$ cat config.mk
export PLATFORM = sky130hd
export DESIGN_NAME = flash_prot_seq
export DESIGN_NICKNAME = d
export VERILOG_FILES = /design/src/rtl/fps_pkg.sv /design/src/rtl/fps_decoder.sv /design/src/rtl/fps_bitstore.sv /design/src/rtl/fps_readmux.sv /design/src/rtl/flash_prot_seq.sv
export SDC_FILE = /design/constraint.sdc
export NUM_CORES = 1
export LEC_CHECK = 0
export BUFFER_PORTS_ARGS = -buffer_cell sky130_fd_sc_hd__buf_4
export CORE_MARGIN = 2
export CORE_UTILIZATION = 40
export DETAILED_ROUTE_END_ITERATION = 7
export GPL_TIMING_DRIVEN = 0
export PLACE_DENSITY_LB_ADDON = 0.25
export RECOVER_POWER = 100
export REMOVE_ABC_BUFFERS = 1
export SYNTH_ARGS = -nofsm -noshare
export SYNTH_HDL_FRONTEND = slang
export SYNTH_SLANG_ARGS = --single-unit
$ cat constraint.sdc
create_clock -name clk -period 3.18 [get_ports clk]
set_input_delay 0.636 -clock clk [delete_from_list [all_inputs] [get_ports clk]]
set_output_delay 0.636 -clock clk [all_outputs]
set_load 0.01 [all_outputs]
$ cat src/rtl/fps_pkg.sv
package fps_pkg;

   localparam logic [10:0] LO_FIRST  = 11'h555;
   localparam logic [10:0] LO_SECOND = 11'h2AA;
   localparam logic [7:0]  KEY_FIRST  = 8'hAA;
   localparam logic [7:0]  KEY_SECOND = 8'h55;
   localparam logic [7:0]  OP_ABORT   = 8'hF0;
   localparam logic [7:0]  OP_PERS    = 8'h60;
   localparam logic [7:0]  OP_ARM     = 8'h68;
   localparam logic [7:0]  OP_COMMIT  = 8'h48;
   localparam logic [7:0]  OP_WIPE    = 8'h40;
   localparam logic [7:0]  OP_DYN_WR  = 8'h48;
   localparam logic [7:0]  OP_DYN_RD  = 8'h58;
   localparam logic [7:0]  OP_PERS_RD = 8'h90;
   localparam logic [7:0]  OP_FREEZE  = 8'h78;
   localparam logic [7:0]  OP_PW_WR   = 8'h38;
   localparam logic [7:0]  OP_PW_RD   = 8'hC8;
   localparam logic [7:0]  OP_PW_CMP  = 8'h28;

   typedef enum logic [3:0] {
      ST_IDLE, ST_UNL1, ST_UNL2, ST_PERS, ST_PPROG, ST_PERASE, ST_VERIFY,
      ST_PSTAT, ST_DWR, ST_DSTAT, ST_PWPROG, ST_PWVER, ST_PWUNLK
   } seq_state_t;

   typedef enum logic [2:0] {
      TG_NONE, TG_SSP, TG_PWML, TG_PSML, TG_PPB
   } tgt_t;

   typedef struct packed {
      logic pers_set;
      logic ppb_erase;
      logic lock_set;
      logic dyb_wr;
      logic pw_wr;
      logic pw_cmp;
   } act_t;

   function automatic tgt_t tgt_decode(input logic [5:0] lo);
      tgt_t t;
      t = TG_NONE;
      if (lo[1:0] == 2'b10) begin
         case (lo[5:3])
            3'b011:  t = TG_SSP;
            3'b001:  t = TG_PWML;
            3'b010:  t = TG_PSML;
            3'b111:  t = TG_PPB;
            default: t = TG_NONE;
         endcase
      end
      return t;
   endfunction

endpackage

$ cat src/rtl/fps_decoder.sv
module fps_decoder
   import fps_pkg::*;
#(
   parameter int ADDR_W   = 19,
   parameter int DATA_W   = 32,
   parameter int SECT_LSB = 11,
   parameter int SECT_W   = 8
) (
   input  logic              clk,
   input  logic              rst_n,
   input  logic              wr_en,
   input  logic [ADDR_W-1:0] wr_addr,
   input  logic [DATA_W-1:0] wr_data,
   output seq_state_t        state_o,
   output act_t              act_o,
   output tgt_t              tgt_o,
   output logic [SECT_W-1:0] sect_o,
   output logic              bit_o,
   output logic              half_o,
   output logic [DATA_W-1:0] data_o
);

   seq_state_t        state_q, state_d;
   logic [ADDR_W-1:0] held_q;
   logic [10:0]       lo;
   logic [7:0]        op;
   tgt_t              tgt;
   logic              operand_slot;
   logic              abort;

   assign lo           = wr_addr[10:0];
   assign op           = wr_data[7:0];
   assign tgt          = tgt_decode(wr_addr[5:0]);
   assign operand_slot = (state_q == ST_DWR) || (state_q == ST_PWPROG) ||
                         (state_q == ST_PWUNLK);
   assign abort        = (op == OP_ABORT) && !operand_slot;

   always_comb begin
      state_d = state_q;
      act_o   = '0;
      if (wr_en) begin
         if (abort) begin
            state_d = ST_IDLE;
         end else begin
            case (state_q)
               ST_UNL1:
                  state_d = (lo == LO_SECOND && op == KEY_SECOND) ? ST_UNL2 : ST_IDLE;
               ST_UNL2: begin
                  state_d = ST_IDLE;
                  if (lo == LO_FIRST) begin
                     case (op)
                        OP_PERS:    state_d = ST_PERS;
                        OP_DYN_WR:  state_d = ST_DWR;
                        OP_DYN_RD:  state_d = ST_DSTAT;
                        OP_PERS_RD: state_d = ST_PSTAT;
                        OP_FREEZE:  act_o.lock_set = 1'b1;
                        OP_PW_WR:   state_d = ST_PWPROG;
                        OP_PW_RD:   state_d = ST_PWVER;
                        OP_PW_CMP:  state_d = ST_PWUNLK;
                        default:    state_d = ST_IDLE;
                     endcase
                  end
               end
               ST_PERS: begin
                  if (op == OP_ARM && tgt != TG_NONE)
                     state_d = ST_PPROG;
                  else if (op == OP_PERS && tgt == TG_PPB)
                     state_d = ST_PERASE;
                  else
                     state_d = ST_IDLE;
               end
               ST_PPROG: begin
                  if (op == OP_COMMIT && wr_addr == held_q) begin
                     act_o.pers_set = 1'b1;
                     state_d        = ST_VERIFY;
                  end else begin
                     state_d = ST_IDLE;
                  end
               end
               ST_PERASE: begin
                  if (op == OP_WIPE && tgt == TG_PPB) begin
                     act_o.ppb_erase = 1'b1;
                     state_d         = ST_VERIFY;
                  end else begin
                     state_d = ST_IDLE;
                  end
               end
               ST_DWR: begin
                  act_o.dyb_wr = 1'b1;
                  state_d      = ST_IDLE;
               end
               ST_PWPROG: begin
                  act_o.pw_wr = 1'b1;
                  state_d     = ST_IDLE;
               end
               ST_PWUNLK: begin
                  act_o.pw_cmp = 1'b1;
                  state_d      = ST_IDLE;
               end
               default:
                  state_d = (lo == LO_FIRST && op == KEY_FIRST) ? ST_UNL1 : ST_IDLE;
            endcase
         end
      end
   end

   always_ff @(posedge clk or negedge rst_n) begin
      if (!rst_n) begin
         state_q <= ST_IDLE;
         held_q  <= '0;
      end else begin
         state_q <= state_d;
         if (wr_en && state_q == ST_PERS)
            held_q <= wr_addr;
      end
   end

   assign state_o = state_q;
   assign tgt_o   = tgt;
   assign sect_o  = wr_addr[SECT_LSB +: SECT_W];
   assign bit_o   = wr_data[0];
   assign half_o  = wr_addr[0];
   assign data_o  = wr_data;

endmodule

$ cat src/rtl/fps_bitstore.sv
module fps_bitstore
   import fps_pkg::*;
#(
   parameter int DATA_W = 32,
   parameter int SECT_W = 8,
   localparam int NSECT = 1 << SECT_W
) (
   input  logic                   clk,
   input  logic                   rst_n,
   input  act_t                   act,
   input  tgt_t                   tgt,
   input  logic [SECT_W-1:0]      sect,
   input  logic                   bitv,
   input  logic                   half,
   input  logic [DATA_W-1:0]      data,
   output logic [NSECT-1:0]       ppb_o,
   output logic [NSECT-1:0]       dyb_o,
   output logic                   lock_o,
   output logic                   ssp_o,
   output logic                   pwml_o,
   output logic                   psml_o,
   output logic [2*DATA_W-1:0]    pw_o,
   output logic [NSECT-1:0]       sec_wp_o
);

   logic [1:0][DATA_W-1:0] pw_q;
   logic [1:0]             hit_q;
   logic                   lock_q, ssp_q, pwml_q, psml_q;
   logic                   cmp_eq, unlock_hit;

   assign cmp_eq     = (data == pw_q[half]);
   assign unlock_hit = act.pw_cmp && pwml_q && cmp_eq && hit_q[~half];

   for (genvar g = 0; g < NSECT; g++) begin : g_sect
      logic ppb_r, dyb_r;
      always_ff @(posedge clk or negedge rst_n) begin
         if (!rst_n) begin
            ppb_r <= 1'b0;
            dyb_r <= 1'b0;
         end else begin
            if (act.ppb_erase && !lock_q)
               ppb_r <= 1'b0;
            else if (act.pers_set && tgt == TG_PPB && sect == SECT_W'(g) && !lock_q)
               ppb_r <= 1'b1;
            if (act.dyb_wr && sect == SECT_W'(g))
               dyb_r <= bitv;
         end
      end
      assign ppb_o[g]    = ppb_r;
      assign dyb_o[g]    = dyb_r;
      assign sec_wp_o[g] = ppb_r | dyb_r;
   end

   always_ff @(posedge clk or negedge rst_n) begin
      if (!rst_n) begin
         lock_q <= 1'b0;
         ssp_q  <= 1'b0;
         pwml_q <= 1'b0;
         psml_q <= 1'b0;
         pw_q   <= '0;
         hit_q  <= '0;
      end else begin
         if (act.lock_set)
            lock_q <= 1'b1;
         else if (unlock_hit)
            lock_q <= 1'b0;
         if (act.pers_set) begin
            if (tgt == TG_SSP)
               ssp_q <= 1'b1;
            if (tgt == TG_PWML && !psml_q)
               pwml_q <= 1'b1;
            if (tgt == TG_PSML && !pwml_q)
               psml_q <= 1'b1;
         end
         if (act.pw_wr && !pwml_q)
            pw_q[half] <= data;
         if (act.pw_cmp) begin
            if (!cmp_eq || !pwml_q || unlock_hit)
               hit_q <= '0;
            else
               hit_q[half] <= 1'b1;
         end
      end
   end

   assign lock_o = lock_q;
   assign ssp_o  = ssp_q;
   assign pwml_o = pwml_q;
   assign psml_o = psml_q;
   assign pw_o   = pw_q;

endmodule

$ cat src/rtl/fps_readmux.sv
module fps_readmux
   import fps_pkg::*;
#(
   parameter int  ADDR_W   = 19,
   parameter int  DATA_W   = 32,
   parameter int  SECT_LSB = 11,
   parameter int  SECT_W   = 8,
   parameter bit  PW_HIDE  = 1'b1,
   localparam int NSECT    = 1 << SECT_W
) (
   input  logic                clk,
   input  logic                rst_n,
   input  logic                rd_en,
   input  logic [ADDR_W-1:0]   rd_addr,
   input  seq_state_t          state,
   input  logic [NSECT-1:0]    ppb,
   input  logic [NSECT-1:0]    dyb,
   input  logic                ssp,
   input  logic                pwml,
   input  logic                psml,
   input  logic [2*DATA_W-1:0] pw,
   output logic [DATA_W-1:0]   rd_data
);

   logic [SECT_W-1:0] sect;
   tgt_t              tgt;
   logic [DATA_W-1:0] pw_half, pw_val, nxt;
   logic              vbit;

   assign sect    = rd_addr[SECT_LSB +: SECT_W];
   assign tgt     = tgt_decode(rd_addr[5:0]);
   assign pw_half = rd_addr[0] ? pw[2*DATA_W-1:DATA_W] : pw[DATA_W-1:0];

   if (PW_HIDE) begin : g_hide
      assign pw_val = pwml ? '0 : pw_half;
   end else begin : g_show
      assign pw_val = pw_half;
   end

   always_comb begin
      case (tgt)
         TG_PPB:  vbit = ppb[sect];
         TG_SSP:  vbit = ssp;
         TG_PWML: vbit = pwml;
         TG_PSML: vbit = psml;
         default: vbit = 1'b0;
      endcase
   end

   always_comb begin
      nxt = '0;
      case (state)
         ST_VERIFY: nxt[0] = vbit;
         ST_PSTAT:  nxt[0] = ~ppb[sect];
         ST_DSTAT:  nxt[0] = dyb[sect];
         ST_PWVER:  nxt    = pw_val;
         default:   nxt    = '0;
      endcase
   end

   always_ff @(posedge clk or negedge rst_n) begin
      if (!rst_n)
         rd_data <= '0;
      else if (rd_en)
         rd_data <= nxt;
   end

endmodule

$ cat src/rtl/flash_prot_seq.sv
module flash_prot_seq
   import fps_pkg::*;
#(
   parameter int ADDR_W   = 19,
   parameter int DATA_W   = 32,
   parameter int SECT_LSB = 11,
   parameter int SECT_W   = 8,
   parameter bit PW_HIDE  = 1'b1
) (
   input  logic                     clk,
   input  logic                     rst_n,
   input  logic                     wr_en,
   input  logic [ADDR_W-1:0]        wr_addr,
   input  logic [DATA_W-1:0]        wr_data,
   input  logic                     rd_en,
   input  logic [ADDR_W-1:0]        rd_addr,
   output logic [DATA_W-1:0]        rd_data,
   output logic [(1<<SECT_W)-1:0]   sec_wp
);

   localparam int NSECT = 1 << SECT_W;

   if (SECT_LSB < 11) begin : g_bad_lsb
      $error("sector field overlaps the unlock address bits");
   end
   if (ADDR_W < SECT_LSB + SECT_W) begin : g_bad_addr
      $error("address too narrow for the sector field");
   end
   if (DATA_W < 8) begin : g_bad_data
      $error("data bus must carry at least one byte");
   end

   seq_state_t          seq_state;
   act_t                act;
   tgt_t                tgt;
   logic [SECT_W-1:0]   sect;
   logic                bitv, half;
   logic [DATA_W-1:0]   opnd;
   logic [NSECT-1:0]    ppb_vec, dyb_vec;
   logic                lock, ssp, pwml, psml;
   logic [2*DATA_W-1:0] pw;

   fps_decoder #(
      .ADDR_W(ADDR_W), .DATA_W(DATA_W), .SECT_LSB(SECT_LSB), .SECT_W(SECT_W)
   ) dec_i (
      .clk(clk), .rst_n(rst_n), .wr_en(wr_en), .wr_addr(wr_addr), .wr_data(wr_data),
      .state_o(seq_state), .act_o(act), .tgt_o(tgt), .sect_o(sect),
      .bit_o(bitv), .half_o(half), .data_o(opnd)
   );

   fps_bitstore #(
      .DATA_W(DATA_W), .SECT_W(SECT_W)
   ) store_i (
      .clk(clk), .rst_n(rst_n), .act(act), .tgt(tgt), .sect(sect), .bitv(bitv),
      .half(half), .data(opnd), .ppb_o(ppb_vec), .dyb_o(dyb_vec), .lock_o(lock),
      .ssp_o(ssp), .pwml_o(pwml), .psml_o(psml), .pw_o(pw), .sec_wp_o(sec_wp)
   );

   fps_readmux #(
      .ADDR_W(ADDR_W), .DATA_W(DATA_W), .SECT_LSB(SECT_LSB), .SECT_W(SECT_W),
      .PW_HIDE(PW_HIDE)
   ) rmux_i (
      .clk(clk), .rst_n(rst_n), .rd_en(rd_en), .rd_addr(rd_addr), .state(seq_state),
      .ppb(ppb_vec), .dyb(dyb_vec), .ssp(ssp), .pwml(pwml), .psml(psml), .pw(pw),
      .rd_data(rd_data)
   );

endmodule

==> metrics, run 1 <==
status finished with violations; violated checks max-capacitance violations, max-slew violations, negative setup slack; Lkg Pwr 0.0182 µW; maximum number of pins on one net before global-route repair 164; slack of the worst reg-to-reg path -0.06 ns; top post-synthesis cells by area dfrtp_1 49%, mux2_2 13%, nor2_1 6.6%, mux4_2 6.2%, or2_2 5.0%; Root Driver clkbuf_16; number of global-route vias before repair 24.9k; Layout area overhead 17.6%; endpoints failing setup 91; Critical Path Max Stage Delay 0.50 ns; Power Density 473 nW/µm²; Mapped Cells 3,029; critical path startpoint category primary input; ANT cells 0; synthesis-stage register bit count 637; Core Area approximately 80,000 µm²; FMAX 308 MHz; maximum root-to-sink buffer count 3; final worst path period share 102%; first-pass GRT wire length 173 mm; routability cong. 0.887; crit path DAT 3.75 ns; Final Hold Fails 0; GRT Overall Usage 28.3%; fin util 47.5%; Worst Setup SP rd_addr[14]; Yosys warning count 0; layout cells sized above 1 31.0%; Slew Limit Fails 33; HPWL Detailed 78.6 mm; Initial Utilization 40.4%; setup ws final -0.0655 ns; Reg clk slew, reported paths 0.06 ns; RR Endpoint store_i.g_sect[45].ppb_r$_DFFE_PN0P_; min Tclk post-route ~3.2 ns; worst path cell trace buf_4, clkinvlp_4, buf_4, mux2i_1, mux2i_1, a2bb2oi_1, nand4_1, nor3_1, a2111o_1, a21oi_1, o221ai_1; ys async rst share 100%; IO Count 362; Seq/Total Area, Yosys roughly half; Detailed Route WL approximately 120 mm; 1st-iter DRT viols 2,479; Post-synth top flop dfrtp_1; post-synth cell types 65; vias per std cell approximately 5.9; slew margin rel. -10.3%; Reg2Reg Depth 8; Layout Nets 3,368; top cell type's share of synthesized area ~49%; Post-DRT Antenna Nets 0; Die Footprint between 80,000 and 90,000 µm²; Worst Setup EP rmux_i.rd_data[0]$_DFFE_PN0P_; worst min path class in -> reg; chip height between 200 and 300 µm; Die Wd 289 µm; Port-buffer cells ~360; r2r startpoint dec_i.state_o[3]$_DFFE_PN0P_; TritonCTS Buffers 74; kind of end point of the critical path flop; RSZ-0062 raised after global routing yes; DRT Pass-1 Iters 5; CP Class in -> reg; Post-Layout Cell Count 4,411; peak supply drop 438 µV; Worst EP required 3.68 ns; DR WL/cell 27.6 µm; Slowest-stage cell, CP buf_4; WHS 0.278 ns; Slew @ Worst Pin 1.65 ns; commonest non-fill, non-tap cell in the layout dfrtp_1; DRC 0; max_cap viols 1; most frequent cells in the layout 637 x dfrtp_1, 549 x nor2_1, 375 x mux2_2, 301 x clkbuf_1, 273 x a21oi_1; worst skew pair latency 0.64 ns; Synth Cell Area roughly 32,000 µm²; worst-path fanout max 33; leading area contributor after synthesis dfrtp_1; H-Tree Depth 3; number of antenna violations at the first check in global routing 1; total grt overflow 0; CTS Sinks approximately 640; CTS tree built; FP Rows 104; DP Cell Count 4,256; Layout Skew 0.0429 ns; Avg Inst Size Synth 10.7 µm²; EDFF count, synth 0; via count 25.9k
==> cell usage after synthesis, types with 4 or more instances <==
cell,count
or4_1,5
a22o_1,4
nor3_1,35
mux2_2,375
a211oi_1,9
mux2i_1,112
a22oi_1,17
nor4_1,19
buf_6,5
o31ai_1,5
or2_2,258
dfrtp_1,637
a21o_1,5
buf_2,26
inv_1,8
nand3b_1,6
nand4_1,17
nor2b_1,12
nand2b_1,11
a21oi_1,273
nand2_1,118
xnor2_1,49
buf_1,9
nand3_1,25
o2bb2ai_1,28
nor2_2,10
buf_4,18
o22ai_1,17
o221ai_1,6
nor2_1,568
o2111ai_1,7
clkbuf_1,168
mux4_2,90
o21ai_0,22
==> logic make-up (layout without fill, tap and decap cells) <==
group,count (synthesis),after routing,synth area share (%)
flip-flops,637,637,49.1
AO/OA/AOI/OAI,420,420,7.65
multiplexers,577,577,22.7
AND/OR/NAND/NOR,1105,1105,16.0
XOR/XNOR,51,51,1.38
buffers and inverters,239,561,3.22
==> flip-flops by register name (all words and copies together), names as in the netlist <==
name                  flops
store_i.lock_o            1
rmux_i.rd_data           32
store_i.pw_o             64
store_i.psml_o            1
store_i.g_sect.dyb_r    256
store_i.g_sect.ppb_r    256
dec_i.state_o             4
store_i.pwml_o            1
dec_i.held_q             19
store_i.ssp_o             1
store_i.hit_q             2
==> final cells by class <==
| cell class | count | area (µm²) |
|---|---|---|
| flip-flops and latches | 637 | 15900 |
| clock buffers | 109 | 2220 |
| repair buffers | 416 | 2590 |
| fillers | 7791 | 42200 |
| multi-input cells | 2153 | 15800 |
| well taps | 1060 | 1330 |
| clock inverters | 24 | 309 |
| inverters | 12 | 60.1 |
==> layer usage <==
layer	GRT usage [%]	routed length [µm]
met5	0	100
met3	7.10	10800
met4	11.4	5340
met2	43.1	55000
met1	38.6	50600
==> stage by stage <==
stage / power [µW] / area (µm²) / setup WS [ns] / TNS [ns]
after global placement: 9270 / 35500 / -8.33 / -6905.27
after CTS: 18100 / 38900 / -0.400 / -43.52
after detailed placement: 9330 / 36300 / -1.33 / -307.38
after floorplan: 8580 / 31500 / -3.01 / -810.71
after global routing: 18600 / 38200 / -0.225 / -27.71
final: 18100 / 38200 / -0.0655 / -2.35
==> power by group <==
group	total, µW	switching (µW)	internal [µW]
Clock	8810	3610	5200
Sequential	8130	10.6	8120
Combinational	1120	794	324
Total	18100	4420	13600
==> critical path: cells and delay by family <==
family	cells	cell delay, ns
buf+inv	3	0.91
compound gates	4	0.82
simple gates	2	0.70
mux	2	0.59
==> what timing repair did <==
item                                    CTS  global route
gates cloned                              0             5
hold endpoints to repair                 18             0
resized for setup                        19            27
pin swaps                                 0             0
hold buffers                              1             0
buffers inserted                          0            14
endpoints found under the setup margin  465           463
==> worst min path at each step <==
stage	startpoint	endpoint	slack [ns]	cells past startpoint
floorplan	rst_n	dec_i.held_q[0]$_DFFE_PN0P_	0.34	0
global route	wr_data[31]	store_i.pw_o[63]$_DFFE_PN0P_	0.25	2
finish	wr_data[31]	store_i.pw_o[63]$_DFFE_PN0P_	0.28	2
global placement	store_i.ssp_o$_DFFE_PN0P_	store_i.ssp_o$_DFFE_PN0P_	0.45	1
detailed placement	store_i.ssp_o$_DFFE_PN0P_	store_i.ssp_o$_DFFE_PN0P_	0.46	1
CTS	wr_data[31]	store_i.pw_o[63]$_DFFE_PN0P_	0.25	2
No activity file was read; power rests on OpenSTA's default activity.
==> run 2, diff against run 1 <==
--- a/config.mk
+++ b/config.mk
@@ -10,7 +10,7 @@
 export CORE_UTILIZATION = 40
 export DETAILED_ROUTE_END_ITERATION = 7
 export GPL_TIMING_DRIVEN = 0
-export PLACE_DENSITY_LB_ADDON = 0.25
+export PLACE_DENSITY = 0.68
 export RECOVER_POWER = 100
 export REMOVE_ABC_BUFFERS = 1
 export SYNTH_ARGS = -nofsm -noshare
==> metrics, run 2 (synthesized netlist as in run 1, its figures left out) <==
min Tclk post-route 3.47 ns; TritonCTS Buffers 73; endpoints failing setup 44; max_cap viols 2; setup ws final -0.289 ns; Detailed Route WL 119 mm; first-pass GRT wire length 169 mm; layout cells sized above 1 30.4%; FP Rows between 100 and 150; violated checks max-capacitance violations, max-slew violations, negative setup slack; Initial Utilization 40.4%; 1st-iter DRT viols between 2k and 3k; via count 26.0k; Port-buffer cells 355; Slew @ Worst Pin 1.69 ns; Lkg Pwr 0.0181 µW; fin util 47.1%; WHS 0.0349 ns; CTS Sinks 637; chip height 289 µm; Post-DRT Antenna Nets 0; DR WL/cell 27.1 µm; most frequent cells in the layout 636 x dfrtp_1, 549 x nor2_1, 375 x mux2_2, 303 x clkbuf_1, 272 x a21oi_1; number of global-route vias before repair around 25k; Worst EP required between 3 and 4 ns; Die Footprint 83,500 µm²; Setup WS pre-CTS -1.33 ns; Layout area overhead 16.6%; routability cong. roughly 0.90; RSZ-0062 raised after global routing yes; Slew Limit Fails around 250; crit path DAT around 4.0 ns; Power Density 474 nW/µm²; Reg2Reg Depth 6; Setup TNS -3.00 ns; IO Count between 300 and 400; maximum root-to-sink buffer count 3; DRT Pass-1 Iters 5; peak supply drop 340 µV; commonest non-fill, non-tap cell in the layout dfrtp_1; Worst Setup EP rmux_i.rd_data[0]$_DFFE_PN0P_; kind of end point of the critical path flop; worst-path fanout max 38; CP Class in -> reg; vias per std cell 5.93; Core Area 80,400 µm²; worst skew pair latency 0.65 ns; maximum number of pins on one net before global-route repair around 160; slew margin rel. -13.0%; H-Tree Depth 3; HPWL Detailed between 70 and 80 mm; CTS tree built; Reg clk slew, reported paths 0.06 ns; Root Driver clkbuf_16; r2r startpoint dec_i.state_o[2]$_DFFE_PN0P_; number of antenna violations at the first check in global routing 4; FMAX ~290 MHz; status finished with violations; worst min path class in -> async; GRT Overall Usage 27.6%; RR Endpoint store_i.g_sect[8].dyb_r$_DFFE_PN0P_; Final Hold Fails 0; slack of the worst reg-to-reg path -0.04 ns; Worst Setup SP rd_addr[13]; final worst path period share 109%; Layout Nets about 3.3k; Die Wd 289 µm; total grt overflow 0; Layout Skew between 0.03 and 0.04 ns; critical path startpoint category primary input; DRC 0
run 2: cell count changes in the layout (fill, tap and decap cells not counted), moves of 3 or more:
cell	change
buf_4	-14
nor2_2	-8
nor2_4	+8
buf_16	-7
clkinv_2	-6
nor2b_2	+3
clkbuf_16	-8
buf_8	-3
run 2: how the worst min path moves through the flow:
stage                                          from                             end  cells after the start
after global routing                          rst_n  rmux_i.rd_data[11]$_DFFE_PN0P_                      1
after floorplan                               rst_n     dec_i.held_q[0]$_DFFE_PN0P_                      0
after CTS                                     rst_n  rmux_i.rd_data[11]$_DFFE_PN0P_                      1
after global placement    store_i.ssp_o$_DFFE_PN0P_       store_i.ssp_o$_DFFE_PN0P_                      1
final                                         rst_n  rmux_i.rd_data[11]$_DFFE_PN0P_                      1
after detailed placement  store_i.ssp_o$_DFFE_PN0P_       store_i.ssp_o$_DFFE_PN0P_                      1
run 2: through the flow:
step                std cells  cell area, µm²  total power (µW)
floorplan                2802           31500              8580
global placement         4217           35500              9250
detailed placement       4249           36100              9300
CTS                      4379           38800             18000
global route             4387           37900             18400
finish                   4387           37900             17900
run 2: layout make-up:
class,instances,area [µm²]
inverter,12,52.6
clock inverter,22,350
tap,1060,1330
multi-input combinational,2155,15800
clock buffer,106,2140
fill,7644,42600
sequential,637,15900
timing repair buffer,394,2230
antenna,1,2.50
run 2: metal layers:
metal | track usage [%] | vias to the layer above | share of wire, % | routed length (µm)
met5 | 0 | - | 0.032 | 38
met4 | 14.0 | 6 | 5.7 | 6760
met3 | 6.64 | 339 | 10 | 11800
met2 | 42.0 | 1430 | 45 | 53300
met1 | 36.8 | 13200 | 40 | 47000
li1 | - | 11100 | - | -
run 2: timing repair:
action,4_1_cts,5_1_grt
setup endpoints to repair,513,309
pin swaps,0,7
setup buffers,0,5
cloned,2,2
gates resized for setup,20,39
hold buffers,0,0
run 2: worst max-delay path, stage by stage:
cell	delay [ns]
buf_4	0.46
nor2b_2	0.85
a22oi_1	0.13
or2_2	0.33
a21oi_1	0.14
o2111ai_1	0.27
a221oi_2	0.49
a41oi_2	0.18
a21oi_1	0.27
o221ai_1	0.13
run 2: report_power, final:
group / internal, µW / switching [µW]
sequential: 8120 / 10.7
combinational: 298 / 765
clock: 5130 / 3620
